## src/rtl/mfifo_bist_pkg.sv

```systemverilog
// Package: shared types for the memory FIFO self-test engine.
// Holds the pattern code enumeration that the generators on both sides decode.
package mfifo_bist_pkg;
    typedef enum logic [1:0] {
        PAT_ZERO_ONE  = 2'd0,
        PAT_CHECKER   = 2'd1,
        PAT_COUNT     = 2'd2,
        PAT_COUNT_INV = 2'd3
    } pat_e;
endpackage

```

## src/rtl/mfifo_bist_pattern.sv

```systemverilog
// Module: mfifo_bist_pattern
// Combinational pattern word generator. Maps a word index and a pattern code
// to a data word. Assumes DATA_W is even. The index is zero-extended or
// truncated to DATA_W for the counting patterns.
module mfifo_bist_pattern
    import mfifo_bist_pkg::*;
#(
    parameter int DATA_W = 64,
    parameter int IDX_W  = 64
) (
    input  pat_e              pat_i,
    input  logic [IDX_W-1:0]  idx_i,
    output logic [DATA_W-1:0] word_o
);
    localparam logic [DATA_W-1:0] ALT_HI = {(DATA_W/2){2'b10}};
    localparam logic [DATA_W-1:0] ALT_LO = {(DATA_W/2){2'b01}};

    logic [DATA_W-1:0] idx_word;

    // Fit the index to the data width
    generate
        if (DATA_W > IDX_W) begin : g_ext
            assign idx_word = {{(DATA_W-IDX_W){1'b0}}, idx_i};
        end else begin : g_trunc
            assign idx_word = idx_i[DATA_W-1:0];
        end
    endgenerate

    // Select the word for the chosen pattern
    always_comb begin
        unique case (pat_i)
            PAT_ZERO_ONE:  word_o = idx_i[0] ? '1 : '0;
            PAT_CHECKER:   word_o = idx_i[0] ? ALT_LO : ALT_HI;
            PAT_COUNT:     word_o = idx_word;
            default:       word_o = ~idx_word;
        endcase
    end
endmodule

```

## src/rtl/mfifo_bist_tx.sv

```systemverilog
// Module: mfifo_bist_tx
// Transmit generator. After launch it streams pattern words under ready/valid
// flow control and counts the bytes sent. The last word of a pass counts
// last_bytes_i. Configuration inputs are stable from the cycle after launch.
module mfifo_bist_tx
    import mfifo_bist_pkg::*;
#(
    parameter int DATA_W = 64,
    parameter int CNT_W  = 64,
    parameter int LB_W   = 4
) (
    input  logic              clk,
    input  logic              rst_n,
    input  logic              clear_i,
    input  logic              launch_i,
    input  logic              cont_i,
    input  pat_e              pat_i,
    input  logic [CNT_W-1:0]  words_i,
    input  logic [LB_W-1:0]   last_bytes_i,
    output logic              valid_o,
    input  logic              ready_i,
    output logic [DATA_W-1:0] data_o,
    output logic [CNT_W-1:0]  bytes_o
);
    localparam int BPW = DATA_W / 8;

    logic             active_q;
    logic [CNT_W-1:0] idx_q;
    logic [CNT_W-1:0] bytes_q;
    logic             fire;
    logic             last_word;
    logic [CNT_W-1:0] add_bytes;

    mfifo_bist_pattern #(.DATA_W(DATA_W), .IDX_W(CNT_W)) u_pat (
        .pat_i  (pat_i),
        .idx_i  (idx_q),
        .word_o (data_o)
    );

    // Handshake and last-word decode
    always_comb begin
        fire      = active_q && ready_i;
        last_word = (idx_q == words_i - 1'b1);
        add_bytes = last_word ? CNT_W'(last_bytes_i) : CNT_W'(BPW);
    end

    // Word index, active flag and byte counter
    always_ff @(posedge clk) begin
        if (!rst_n || clear_i) begin
            active_q <= 1'b0;
            idx_q    <= '0;
            bytes_q  <= '0;
        end else if (launch_i) begin
            active_q <= 1'b1;
            idx_q    <= '0;
        end else if (fire) begin
            bytes_q <= bytes_q + add_bytes;
            if (last_word) begin
                idx_q <= '0;
                if (!cont_i) active_q <= 1'b0;
            end else begin
                idx_q <= idx_q + 1'b1;
            end
        end
    end

    assign valid_o = active_q;
    assign bytes_o = bytes_q;

    AST_TX_HOLD: assert property (@(posedge clk) disable iff (!rst_n)
        (valid_o && !ready_i && !clear_i) |=> (valid_o && $stable(data_o)));
endmodule

```

## src/rtl/mfifo_bist_rx.sv

```systemverilog
// Module: mfifo_bist_rx
// Receive checker. While run_i is high it accepts every presented word,
// compares it with the regenerated pattern, and counts bytes and mismatches.
// It raises done_o on the final word of a finite run.
module mfifo_bist_rx
    import mfifo_bist_pkg::*;
#(
    parameter int DATA_W = 64,
    parameter int CNT_W  = 64,
    parameter int LB_W   = 4
) (
    input  logic              clk,
    input  logic              rst_n,
    input  logic              clear_i,
    input  logic              launch_i,
    input  logic              run_i,
    input  logic              cont_i,
    input  pat_e              pat_i,
    input  logic [CNT_W-1:0]  words_i,
    input  logic [LB_W-1:0]   last_bytes_i,
    input  logic              valid_i,
    input  logic [DATA_W-1:0] data_i,
    output logic [CNT_W-1:0]  bytes_o,
    output logic [CNT_W-1:0]  errs_o,
    output logic              done_o
);
    localparam int BPW = DATA_W / 8;

    logic [CNT_W-1:0]  idx_q;
    logic [CNT_W-1:0]  bytes_q;
    logic [CNT_W-1:0]  errs_q;
    logic [DATA_W-1:0] expect_word;
    logic              fire;
    logic              last_word;
    logic              mismatch;
    logic [CNT_W-1:0]  add_bytes;

    mfifo_bist_pattern #(.DATA_W(DATA_W), .IDX_W(CNT_W)) u_pat (
        .pat_i  (pat_i),
        .idx_i  (idx_q),
        .word_o (expect_word)
    );

    // Accept, compare and last-word decode
    always_comb begin
        fire      = run_i && valid_i;
        last_word = (idx_q == words_i - 1'b1);
        mismatch  = (data_i != expect_word);
        add_bytes = last_word ? CNT_W'(last_bytes_i) : CNT_W'(BPW);
        done_o    = fire && last_word && !cont_i;
    end

    // Expected index, byte counter and error counter
    always_ff @(posedge clk) begin
        if (!rst_n || clear_i) begin
            idx_q   <= '0;
            bytes_q <= '0;
            errs_q  <= '0;
        end else if (launch_i) begin
            idx_q <= '0;
        end else if (fire) begin
            bytes_q <= bytes_q + add_bytes;
            if (mismatch) errs_q <= errs_q + 1'b1;
            idx_q <= last_word ? '0 : idx_q + 1'b1;
        end
    end

    assign bytes_o = bytes_q;
    assign errs_o  = errs_q;

    AST_RX_IDLE: assert property (@(posedge clk) disable iff (!rst_n)
        (!run_i && !clear_i) |=> ($stable(bytes_o) && $stable(errs_o)));
endmodule

```

## src/rtl/mfifo_bist.sv

```systemverilog
// Module: mfifo_bist (top)
// Self-test engine for a memory-backed FIFO. Captures the run configuration
// on start, owns the running flag and the cycle counter, and ties together
// the transmit generator and the receive checker. Assumes DATA_W is a
// power-of-two multiple of 8, at least 16.
module mfifo_bist
    import mfifo_bist_pkg::*;
#(
    parameter int DATA_W = 64,
    parameter int CNT_W  = 64
) (
    input  logic              clk,
    input  logic              rst_n,
    input  logic              start_i,
    input  logic              stop_i,
    input  logic              continuous_i,
    input  logic [1:0]        pattern_i,
    input  logic [CNT_W-1:0]  byte_count_i,
    output logic [DATA_W-1:0] tx_data_o,
    output logic              tx_valid_o,
    input  logic              tx_ready_i,
    input  logic [DATA_W-1:0] rx_data_i,
    input  logic              rx_valid_i,
    output logic              rx_ready_o,
    output logic [CNT_W-1:0]  tx_bytes_o,
    output logic [CNT_W-1:0]  rx_bytes_o,
    output logic [CNT_W-1:0]  err_count_o,
    output logic [CNT_W-1:0]  cycle_count_o,
    output logic              running_o
);
    localparam int BPW     = DATA_W / 8;
    localparam int LOG_BPW = $clog2(BPW);
    localparam int LB_W    = LOG_BPW + 1;

    logic             running_q;
    logic [CNT_W-1:0] cyc_q;
    logic             cfg_cont_q;
    pat_e             cfg_pat_q;
    logic [CNT_W-1:0] cfg_words_q;
    logic [LB_W-1:0]  cfg_last_q;
    logic             launch;
    logic             rx_done;
    logic [LOG_BPW-1:0] tail;
    logic [CNT_W-1:0] words_calc;
    logic [LB_W-1:0]  last_calc;

    // Start qualification and run-length arithmetic
    always_comb begin
        launch     = start_i && !stop_i && !running_q && (byte_count_i != '0);
        tail       = byte_count_i[LOG_BPW-1:0];
        words_calc = (byte_count_i >> LOG_BPW) + CNT_W'(tail != '0);
        last_calc  = (tail == '0) ? LB_W'(BPW) : LB_W'(tail);
    end

    // Configuration capture on an accepted start
    always_ff @(posedge clk) begin
        if (!rst_n) begin
            cfg_cont_q  <= 1'b0;
            cfg_pat_q   <= PAT_ZERO_ONE;
            cfg_words_q <= '0;
            cfg_last_q  <= '0;
        end else if (launch) begin
            cfg_cont_q  <= continuous_i;
            cfg_pat_q   <= pat_e'(pattern_i);
            cfg_words_q <= words_calc;
            cfg_last_q  <= last_calc;
        end
    end

    // Running flag: stop wins, then start, then finite completion
    always_ff @(posedge clk) begin
        if (!rst_n || stop_i)  running_q <= 1'b0;
        else if (launch)       running_q <= 1'b1;
        else if (rx_done)      running_q <= 1'b0;
    end

    // Cycle counter advancing while a run is in progress
    always_ff @(posedge clk) begin
        if (!rst_n || stop_i)  cyc_q <= '0;
        else if (running_q)    cyc_q <= cyc_q + 1'b1;
    end

    mfifo_bist_tx #(.DATA_W(DATA_W), .CNT_W(CNT_W), .LB_W(LB_W)) u_tx (
        .clk          (clk),
        .rst_n        (rst_n),
        .clear_i      (stop_i),
        .launch_i     (launch),
        .cont_i       (cfg_cont_q),
        .pat_i        (cfg_pat_q),
        .words_i      (cfg_words_q),
        .last_bytes_i (cfg_last_q),
        .valid_o      (tx_valid_o),
        .ready_i      (tx_ready_i),
        .data_o       (tx_data_o),
        .bytes_o      (tx_bytes_o)
    );

    mfifo_bist_rx #(.DATA_W(DATA_W), .CNT_W(CNT_W), .LB_W(LB_W)) u_rx (
        .clk          (clk),
        .rst_n        (rst_n),
        .clear_i      (stop_i),
        .launch_i     (launch),
        .run_i        (running_q),
        .cont_i       (cfg_cont_q),
        .pat_i        (cfg_pat_q),
        .words_i      (cfg_words_q),
        .last_bytes_i (cfg_last_q),
        .valid_i      (rx_valid_i),
        .data_i       (rx_data_i),
        .bytes_o      (rx_bytes_o),
        .errs_o       (err_count_o),
        .done_o       (rx_done)
    );

    assign rx_ready_o    = 1'b1;
    assign running_o     = running_q;
    assign cycle_count_o = cyc_q;

    AST_STOP_CLEAR: assert property (@(posedge clk) disable iff (!rst_n)
        stop_i |=> (!running_o && !tx_valid_o && tx_bytes_o == '0 && rx_bytes_o == '0
                    && err_count_o == '0 && cycle_count_o == '0));
    AST_DONE_DROP: assert property (@(posedge clk) disable iff (!rst_n)
        (rx_done && !stop_i) |=> !running_o);
    AST_IDLE_NO_TX: assert property (@(posedge clk) disable iff (!rst_n)
        !running_o |-> !tx_valid_o);
    AST_CYC_STEP: assert property (@(posedge clk) disable iff (!rst_n)
        (running_o && !stop_i) |=> (cycle_count_o == $past(cycle_count_o) + 1'b1));
    AST_RX_NOT_AHEAD: assert property (@(posedge clk) disable iff (!rst_n)
        rx_bytes_o <= tx_bytes_o);
endmodule

```

## config.mk

```make
export PLATFORM = sky130hd
export DESIGN_NAME = mfifo_bist
export DESIGN_NICKNAME = d
export VERILOG_FILES = /design/src/rtl/mfifo_bist_pkg.sv /design/src/rtl/mfifo_bist_pattern.sv /design/src/rtl/mfifo_bist_tx.sv /design/src/rtl/mfifo_bist_rx.sv /design/src/rtl/mfifo_bist.sv
export SDC_FILE = /design/constraint.sdc
export NUM_CORES = 1
export LEC_CHECK = 0
export ABC_CLOCK_PERIOD_IN_PS = 7800
export BUFFER_PORTS_ARGS = -buffer_cell sky130_fd_sc_hd__buf_4
export CORE_ASPECT_RATIO = 0.5
export CORE_MARGIN = 5
export CORE_UTILIZATION = 27
export DETAILED_ROUTE_END_ITERATION = 6
export GPL_TIMING_DRIVEN = 0
export PLACE_DENSITY_LB_ADDON = 0.25
export SYNTH_ARGS = -nofsm -noshare
export SYNTH_HDL_FRONTEND = slang
export SYNTH_SLANG_ARGS = --single-unit
```

## constraint.sdc

```tcl
create_clock -name clk -period 7.8 [get_ports clk]
set_input_delay 0.39 -clock clk [delete_from_list [all_inputs] [get_ports clk]]
set_output_delay 0.39 -clock clk [all_outputs]
set_load 0.005 [all_outputs]
```

# ---- Yosys cells after proc, flatten, opt, wreduce, memory -nomap -nowiden
# Cells that the tools add are included.
dict set report classes {
  n_addsub 8
  n_mux 17
  n_bitwise 3
  n_eq_ne 6
  reduce_logical 24
}
# operator count
set ops {}
lappend ops {{$mux 64} 6}
lappend ops {{$pmux 64 s3} 2}
lappend ops {{$add 64x1->64 const B} 4}
lappend ops {{$add 64x64->64} 2}
lappend ops {{$eq 64x64->1} 2}
lappend ops {{$not 64->64} 2}
lappend ops {{$ne 64x64->1} 1}
lappend ops {{$reduce_bool 64->1} 1}
lappend ops {{$sub 64x1->64 const B} 1}
lappend ops {{$add 61x1->62} 1}
lappend ops {{$mux 4} 3}
lappend ops {{$logic_and 1x1->1} 7}
lappend ops {{$mux 1} 6}
lappend ops {{$reduce_and 3->1} 2}
lappend ops {{$reduce_bool 2->1} 3}
lappend ops {{$logic_not 1->1} 4}
lappend ops {{$reduce_and 2->1} 2}
lappend ops {{$logic_not 3->1} 1}
lappend ops {{$reduce_bool 3->1} 1}
lappend ops {{$eq 2x1->1 const B} 1}
lappend ops {{$eq 2x2->1 const B} 1}
lappend ops {{$logic_not 2->1} 1}
lappend ops {{$ne 2x1->1 const B} 1}
lappend ops {{$reduce_or 2->1} 1}
lappend ops {{other kinds (2)} 2}
dict set report word_totals {
  input_bits 137
  elab_cells 70
  regBits 457
  out_inout_bits 323
}

# ---- Logic depth before layout (Yosys ltp)
# Gate-level depths: netlist (run 1).
dict set report logic_depth {
  word_depth 6
  mapped_depth 26
}

# ---- Cells and area by module
# Synthesis (run 1) repeated with hierarchy kept, for this count alone.
dict set report hier_totals {
  cells_unflattened 3734
  hier_area_um2 30063.8
}
# mod area_each_um2 cells_per_inst seq_area_each_um2 instances
set by_module_without_submodules {}
lappend by_module_without_submodules {mfifo_bist_rx 11939.0 1491 3843.7 1}
lappend by_module_without_submodules {mfifo_bist_tx 8821.0 1122 2582.5 1}
lappend by_module_without_submodules {mfifo_bist 6921.6 821 2682.6 1}
lappend by_module_without_submodules {mfifo_bist_pattern 1191.1 150 0.0 2}

# ---- Worst setup path before layout (run 1)
# OpenSTA, ideal clock, no wires.
dict set report synth_timing {
  kind {register to register}
  startpoint {register cfg_words_q[54]}
  endpoint {register u_tx.bytes_q[54] (netlist: u_tx.bytes_o[54])}
  t_required_ps 7730
  arrival_ps 5994
  path_stages_with_launch 24
  slack_ps 1736
  n_path_buf 4
  cell_sequence {dfxtp_1 > clkbuf_1 > or4_1 > clkbuf_1 > or4_1 > or4_1 > nor3_1 > xnor2_1 > nand4_1 > or4_1 > nor4_2 > buf_2 > and2_1 > ha_1 > inv_1 > fa_1 > inv_1 > a21o_1 > a21oi_1 > or4_1 > or3_1 > clkbuf_1 > or3_1 > a21oi_1}
}
dict set report synth_via {
  elab_chain_cells 4
}
# element line_no
set synth_rtl {}
lappend synth_rtl {{from (decl)} mfifo_bist.sv:39} ;# logic [CNT_W-1:0] cfg_words_q;
lappend synth_rtl {{from (signal assigned)} mfifo_bist.sv:65} ;# cfg_words_q <= words_calc;
lappend synth_rtl {{$sub 64x1->64} mfifo_bist_tx.sv:43} ;# last_word = (idx_q == words_i - 1'b1);
lappend synth_rtl {{$eq 64x64->1} mfifo_bist_tx.sv:43}
lappend synth_rtl {{$mux 4} mfifo_bist_tx.sv:44} ;# add_bytes = last_word ? CNT_W'(last_bytes_i) : CNT_W'(BPW);
lappend synth_rtl {{$add 64x64->64} mfifo_bist_tx.sv:57} ;# bytes_q <= bytes_q + add_bytes;
lappend synth_rtl {{to (signal assigned)} mfifo_bist_tx.sv:57}
lappend synth_rtl {{to (decl)} mfifo_bist_tx.sv:29} ;# logic [CNT_W-1:0] bytes_q;
# Every way passes these cells.
# A chain may end at the register's enable or synchronous reset.

# ---- Worst setup path after layout (run 1)
dict set report layout_timing {
  startpoint {register cfg_words_q[0]}
  endpoint {register u_rx.bytes_q[54] (netlist: u_rx.bytes_o[54])}
}
dict set report layout_via {
  elab_chain_cells 4
}
# element line_no
set layout_rtl {}
lappend layout_rtl {{$sub 64x1->64} mfifo_bist_rx.sv:47} ;# last_word = (idx_q == words_i - 1'b1);
lappend layout_rtl {{$eq 64x64->1} mfifo_bist_rx.sv:47}
lappend layout_rtl {{$mux 4} mfifo_bist_rx.sv:49} ;# add_bytes = last_word ? CNT_W'(last_bytes_i) : CNT_W'(BPW);
lappend layout_rtl {{$add 64x64->64} mfifo_bist_rx.sv:62} ;# bytes_q <= bytes_q + add_bytes;
lappend layout_rtl {{to (signal assigned)} mfifo_bist_rx.sv:62}
lappend layout_rtl {{to (decl)} mfifo_bist_rx.sv:30} ;# logic [CNT_W-1:0] bytes_q;
# Every way passes these cells.

==> flow_metrics.py, run 1 <==
metrics = {
    "global_route": {
        "antenna_found_initial": 5,
        "grt.total_usage_pct": 23.7,
        "first_global_vias": 30381,
        "grt_pass1_wl_um": 213000,
        "grt_start_max_net_pins": 15,
        "gr-total-overflow": 0,
    },
    "clock_network": {
        "clk_pin_slew_worst_paths_ps": 70,
        "worstSkewPairLatency_ps": 650,
        "cts_buffers": 50,
        "htreeDepth": 2,
        "cts.sinks": 455,
        "cts-root-buf": "clkbuf_16",
        "cts_tree": "yes",
        "cts_buffer_depth": 3,
    },
    "placement": {
        "portBuffers": 458,
        "dp_slack_ps": -1410,
        "place.gp.congestion": 1.01,
        "dp_hpwl_um": 122000,
    },
    "yosys": {
        "async_reset_ff_share_pct": 0,
        "ys.flop_type": "dfxtp_1",
        "syn_area_um2": 30600,
        "ys_warn_count": 0,
        "synth.avg_cell_area_um2": 7.89,
        "synth-seq-area-share_pct": 29.8,
        "synth.distinct_cells": 95,
        "ys_ff_latch": 455,
        "synthCells": 3877,
        "synth_nets": 4031,
        "synth_edf_count": 0,
    },
    "sta": {
        "tightest_slew_ps": 1460,
        "fmax_mhz": 134,
        "skew_ps": 25.9,
        "period_needed_ps": 7470,
        "finalSetupViolCount": 0,
        "final_hold_viol_count": 0,
        "fin_crit_sh_pct": 95.8,
        "slew_viol_final": 0,
        "worst_slack_ps": 326,
        "max_slew_margin_pct": 2.45,
        "rsz0062_at_grt": "false",
        "finalHoldWorstSlack_ps": 78.5,
    },
    "drt": {
        "dr.first_iter.drc_count": 2580,
        "first_pass_iters": 6,
        "post-route-drc-count": 0,
        "via_per_inst": 5.36,
        "ant_nets": 0,
        "routed_wl_um": 150000,
        "vias": 31925,
        "routedWlPerCell_um": 25.2,
    },
    "floorplan": {
        "die-area_um2": 121000,
        "die_w_um": 486,
        "core-area_um2": 113000,
        "rows": 87,
        "num_io_pins": 460,
        "die_height_um": 248,
        "initial_core_util_pct": 27.2,
    },
    "power": {
        "ir_drop_mv": 0.138,
        "power_density_nw_per_um2": 156,
        "leakage_nw": 12.8,
    },
    "setup_path": {
        "crit_fanout": 11,
        "end_kind": "register",
        "crit_required_ps": 8310,
        "worst-path-buf-inv": 1,
        "arrival_ps": 7990,
        "critPathKind": "reg2reg",
        "cp_top_family": "simple AND/OR/NAND/NOR gates",
        "crit_chain": "inv_1 > ha_2 > nor4b_4 > nand4_1 > or3_1 > o31ai_2 > o21ai_0 > or4_1 > nor4_1 > and4_1 > and2_1 > ha_1 > fa_1 > a21oi_1 > o21bai_2 > and4_1 > nor2b_1 > nand2_1 > nor4_1 > xnor2_1 > nor2_1",
        "start_kind": "register",
        "cp_slowest_cell": "or3_1",
        "slowest_delay_ps": 750,
    },
    "final_layout": {
        "fillCellCount": 11957,
        "layout-drive-gt1-share_pct": 16.6,
        "area_delta_synth_final_pct": 24.2,
        "finalNetCount": 4556,
    },
    "run": {
        "maxCapViolCount": 0,
    },
    "status": {
        "status": "completed",
    },
    "min_path": {
        "hold_class": "in2reg",
    },
}
cells in the final DEF (no fill, tap or decap), types with 56 or more instances in the layout:
master and n:
buf_4 471, dfxtp_1 455, nor2_1 400, xnor2_1 376
xor2_1 289, nand2_1 267, clkbuf_1 255, a21oi_1 196
nand3_1 192, nand4_1 153, a211oi_1 126, nor4_1 86
and3_1 85, o21ai_0 81, inv_1 76, nor3_1 74
nor3_2 68, or4_1 63, or3_1 62, mux2i_1 56
worst paths after layout:
| path | from | endpoint | slack (ps) | depth (start not counted) |
|---|---|---|---|---|
| worst max-delay path | cfg_words_q[0] | u_rx.bytes_o[54] | 330 | 21 |
| worst min-delay path | rst_n | cfg_words_q[54] | 80 | 3 |
| worst max register to register | cfg_words_q[0] | u_rx.bytes_o[54] | 330 | 21 |
| worst min register to register | u_rx.errs_o[63] | u_rx.errs_o[63] | 490 | 2 |
worst register-to-register path: stages (launching register included):
cell	delay, ps
dfxtp_1	520
inv_1	300
ha_2	300
nor4b_4	330
nand4_1	340
or3_1	750
o31ai_2	570
o21ai_0	340
or4_1	640
nor4_1	180
and4_1	530
and2_1	210
ha_1	170
fa_1	210
a21oi_1	90
o21bai_2	360
and4_1	390
nor2b_1	390
nand2_1	220
nor4_1	300
xnor2_1	170
nor2_1	50
Yosys cell counts, types with 56 or more instances:
cell type	count	area, um2
a211oi_1	126	946
nor2_1	402	1510
or4_1	63	473
nand3_1	192	961
nor4_1	97	607
and3_1	85	532
nand2_1	267	1000
xnor2_1	377	3300
a21oi_1	196	981
o21ai_0	82	410
clkbuf_1	245	920
or3_1	62	388
inv_1	76	285
xor2_1	289	2530
mux2i_1	56	561
nand4_1	153	957
dfxtp_1	455	9110
nor3_2	58	581
nor3_1	86	430
logic make-up after synthesis:
family	synth area share [%]
fa+ha+maj	0.744
buf+inv	4.91
other cells	0.0123
xor+xnor	19.7
simple gates	30.0
flops	29.8
compound gates	12.9
mux	1.91
registers in the layout (all words and copies together), names as in the netlist:
name,count
cfg_cont_q,1
cfg_last_q,4
cfg_pat_q,2
cfg_words_q,62
cycle_count_o,64
running_o,1
u_rx.bytes_o,64
u_rx.errs_o,64
u_rx.idx_q,64
u_tx.bytes_o,64
u_tx.idx_q,64
u_tx.valid_o,1
final cells by class:
type	instances	area [um2]	area share (%)
Tap cell	1513	1890	4.98
Multi-Input combinational cell	3044	20300	53.3
Timing Repair Buffer	476	3580	9.41
Sequential cell	455	9110	24.0
Clock buffer	75	1460	3.83
Inverter	76	285	0.751
Clock inverter	16	224	0.589
Antenna cell	2	5.00	0.0132
Buffer	299	1210	3.18
per-stage QoR:
| stage | util, % | cells | area, um2 | power, mW | TNS [ps] |
|---|---|---|---|---|---|
| floorplan | - | 3877 | 30600 | 2.98 | 0 |
| global placement | 31.9 | 5848 | 35900 | 3.43 | -106470 |
| detailed placement | 32.0 | 5853 | 36000 | 3.42 | -60320 |
| CTS | 33.7 | 5951 | 37900 | 5.96 | 0 |
| global route | 33.8 | 5954 | 38000 | 6.14 | 0 |
| finish | 33.8 | 5956 | 38000 | 5.92 | 0 |
power breakdown:
part	internal (mW)	switching (mW)
sequential	2.35	0.0307
clock	1.40	1.09
combinational	0.352	0.700
repair_timing:
item | in CTS | in global routing
hold buffers | 4 | 0
endpoints found under the setup margin | 101 | 33
gates resized for setup | 30 | 14
buffers inserted | 4 | 5
pin swaps | 5 | 4
endpoints found under the hold margin | 4 | 0
gates cloned | 0 | 0
routing by layer:
metal / GRT usage [%] / share of wire [%] / routed length (um) / vias to the layer above
met4: 7.49 / 3.5 / 5230 / 2
li1: - / - / - / 14903
met3: 4.76 / 6.8 / 10300 / 231
met2: 39.7 / 46 / 69600 / 1051
met5: 0 / 0.0073 / 11 / -
met1: 30.7 / 43 / 65100 / 15738
(Power assumes the default switching activity.)
==> run 2: changes to the inputs <==
--- a/config.mk
+++ b/config.mk
@@ -5,6 +5,7 @@
 export SDC_FILE = /design/constraint.sdc
 export NUM_CORES = 1
 export LEC_CHECK = 0
+export ABC_AREA = 1
 export ABC_CLOCK_PERIOD_IN_PS = 7800
 export BUFFER_PORTS_ARGS = -buffer_cell sky130_fd_sc_hd__buf_4
 export CORE_ASPECT_RATIO = 0.5
@@ -13,6 +14,8 @@
 export DETAILED_ROUTE_END_ITERATION = 6
 export GPL_TIMING_DRIVEN = 0
 export PLACE_DENSITY_LB_ADDON = 0.25
+export SETUP_SLACK_MARGIN = 0.1
 export SYNTH_ARGS = -nofsm -noshare
 export SYNTH_HDL_FRONTEND = slang
+export SYNTH_HIERARCHICAL = 1
 export SYNTH_SLANG_ARGS = --single-unit
==> run 2 against run 1 <==
Effect of this change: the run now ends with design-rule violations left; wire length grew 12%; first-iteration DRC count up 54%; core utilization fell by 1.0 points; register-to-register slack gained 620 ps; synthesized area up 22%; sequential cell count unchanged; critical endpoint is now u_rx/bytes_o[56]; final cell count rose by 50%; largest cell class unchanged; highest routed layer is now met4; die area rose by 21%; clock power increased by 6%.
==> flow_metrics.py, run 2 <==
metrics = {
    "status": {
        "status": "complete, but fails checks",
        "failed_checks": "design-rule violations",
    },
    "yosys": {
        "synth.avg_cell_area_um2": 5.74,
        "synth.distinct_cells": 54,
        "async_reset_ff_share_pct": 0,
        "synthCells": 6499,
        "syn_area_um2": 37300,
        "yosysTopAreaCellShare_pct": 24.4,
        "synth.area.top_cells": "dfxtp_1, nand2_1, nor2_1",
        "synth_edf_count": 0,
        "ys.flop_type": "dfxtp_1",
        "ys_warn_count": 6,
        "ys_ff_latch": 455,
        "synth-seq-area-share_pct": 24.4,
        "synth_top_cells_by_count": "nand2_1, nor2_1, inv_1",
        "yosys.cell_count.top_type": "nand2_1",
        "yosys.area.top_type": "dfxtp_1",
    },
    "final_layout": {
        "register_area_um2": 9110,
        "multi_input_area_um2": 24500,
        "layout_common_cells": "nand2_1, nor2_1, inv_1",
        "fillCellCount": 15791,
        "final_common_cell": "nand2_1",
        "finalNetCount": 7174,
        "layout-drive-gt1-share_pct": 10.6,
        "area_delta_synth_final_pct": 20.5,
    },
    "clock_network": {
        "post-cts-setup-buffer-count": 0,
        "worstSkewPairLatency_ps": 670,
        "cts_tree": "yes",
        "clk_pin_slew_worst_paths_ps": 70,
        "cts-root-buf": "clkbuf_16",
        "cts_buffers": 50,
        "cts_resized": 0,
        "cts.sinks": 455,
        "cts_buffer_depth": 3,
        "htreeDepth": 2,
        "hold_buffers": 0,
    },
    "setup_path": {
        "critPathKind": "reg2reg",
        "cp-startpoint": "cfg_words_q[0]",
        "arrival_ps": 7410,
        "r2r_start": "cfg_words_q[0]",
        "crit_fanout": 7,
        "crit_end": "u_rx/bytes_o[56]",
        "start_kind": "register",
        "crit_required_ps": 8360,
        "rr_endpoint": "u_rx/bytes_o[56]",
        "reg2reg_slack_ps": 950,
        "ff2ff_path_depth": 27,
        "end_kind": "register",
    },
    "sta": {
        "skew_ps": 35.7,
        "fin_crit_sh_pct": 87.8,
        "tightest_slew_ps": 1170,
        "slew_viol_final": 0,
        "finalHoldWorstSlack_ps": 60.2,
        "final_hold_viol_count": 0,
        "max_slew_margin_pct": 21.6,
        "fmax_mhz": 146,
        "totalNegativeSetupSlack_ps": 0,
        "worst_slack_ps": 951,
        "period_needed_ps": 6850,
        "rsz0062_at_grt": "false",
        "finalSetupViolCount": 0,
    },
    "floorplan": {
        "die_height_um": 273,
        "rows": 96,
        "num_io_pins": 460,
        "die_w_um": 536,
        "initial_core_util_pct": 27.2,
        "core-area_um2": 137000,
        "die-area_um2": 146000,
    },
    "drt": {
        "dr.first_iter.drc_count": 3981,
        "post-route-drc-count": 15,
        "first_pass_iters": 7,
        "via_per_inst": 4.78,
        "vias": 42731,
        "ant_nets": 0,
        "routed_wl_um": 168000,
        "routedWlPerCell_um": 18.7,
    },
    "power": {
        "seqPwrFrac_pct": 39.6,
        "leakage_nw": 19.1,
        "switching_share_pct": 32.2,
        "power_density_nw_per_um2": 138,
        "clkPwrFrac_pct": 42.6,
        "finalPower_mw": 6.18,
        "p_sw_mw": 1.99,
        "combPwrFrac_pct": 17.8,
        "ir_drop_mv": 0.169,
        "p_int_mw": 4.20,
    },
    "placement": {
        "dp_hpwl_um": 140000,
        "place.gp.congestion": 0.988,
        "portBuffers": 458,
        "dp_slack_ps": 1190,
    },
    "global_route": {
        "grt_start_max_net_pins": 16,
        "antenna_found_initial": 23,
        "grt.total_usage_pct": 21.9,
        "first_global_vias": 39452,
        "gr-total-overflow": 0,
        "grt_pass1_wl_um": 247000,
    },
    "min_path": {
        "hold_class": "in2reg",
    },
    "run": {
        "maxCapViolCount": 0,
    },
}
[run 2: cell types whose count changed after synthesis, moves of 125 or more]
cell and delta:
nor3_1 +127, nor2_1 +813, xnor2_1 -281, nand3_1 +187, clkbuf_1 -183, nand2_1 +1751
a211oi_1 -125, inv_1 +677
[run 2: worst min path at each step]
stage	depth (start not counted)	start	end	slack, ps
final	4	pattern_i[0]	cfg_pat_q[0]	60
after global placement	1	u_tx/bytes_o[34]	u_tx/bytes_o[34]	470
after floorplan	2	cfg_last_q[3]	cfg_last_q[3]	460
after CTS	4	pattern_i[0]	cfg_pat_q[0]	20
after detailed placement	1	u_tx/bytes_o[34]	u_tx/bytes_o[34]	480
after global routing	4	continuous_i	cfg_cont_q	60
[run 2: power groups by stage]
| stage | Sequential, mW | Combinational, mW | Clock, mW |
|---|---|---|---|
| after floorplan | 2.44 | 0.721 | 0 |
| after global placement | 2.50 | 1.08 | 0 |
| after detailed placement | 2.50 | 1.08 | 0 |
| after CTS | 2.45 | 1.08 | 2.71 |
| after global routing | 2.45 | 1.22 | 2.81 |
| final | 2.45 | 1.10 | 2.63 |
[run 2: per-stage QoR]
stage                     util, %  instance area [um2]  instances
after floorplan                 -                37300       6508
after global placement       31.4                43100       8828
after detailed placement     31.4                43100       8828
after CTS                    32.7                44900       8920
after global routing         32.8                44900       8943
final                        32.8                44900       8943
[run 2: layout make-up]
| type | count | share of cell area, % |
|---|---|---|
| Clock buffer | 68 | 3.20 |
| Tap cell | 1862 | 5.19 |
| Clock inverter | 24 | 0.749 |
| Multi-Input combinational cell | 5142 | 54.6 |
| Inverter | 768 | 6.42 |
| Antenna cell | 23 | 0.128 |
| Buffer | 143 | 1.77 |
| Sequential cell | 455 | 20.3 |
| Timing Repair Buffer | 458 | 7.65 |
[run 2: logic make-up (layout without fill, tap and decap cells)]
family	after synthesis	after routing	synth area share, %
and+or+nand+nor	4255	4255	48.5
buffers and inverters	911	1461	9.86
DFF	455	455	24.4
AOI/OAI and AO/OA	443	443	6.69
xor gates and xnor gates	414	414	9.82
adders and majority gates	19	19	0.678
other	2	34	0.0201
[run 2: critical path, cell delays in order (launching register included)]
cell and delay [ps]:
dfxtp_1 410, inv_1 190, ha_1 280, nand2_2 150, nor2_2 290, nand2_2 170, nor2_4 240, nand2_1 100
nand3_1 230, o21ai_0 130, nor3_1 310, nand3b_1 110, nor2_1 840, inv_1 190, nor3_1 330, ha_1 260
fa_1 230, nand3_1 90, nand2_1 140, nand4_1 150, nor2_1 260, nand2_1 180, nor4_1 610, nand2_1 190
nor2_1 340, nand2_1 130, o21ai_0 160, a21oi_1 60
[run 2: per-layer routing]
| metal | wire [um] | vias up | global-route usage (%) |
|---|---|---|---|
| li1 | - | 21564 | - |
| met4 | 4750 | 0 | 6.64 |
| met5 | 0 | - | 0 |
| met1 | 77100 | 19660 | 30.4 |
| met2 | 74600 | 1298 | 35.3 |
| met3 | 11100 | 209 | 3.20 |
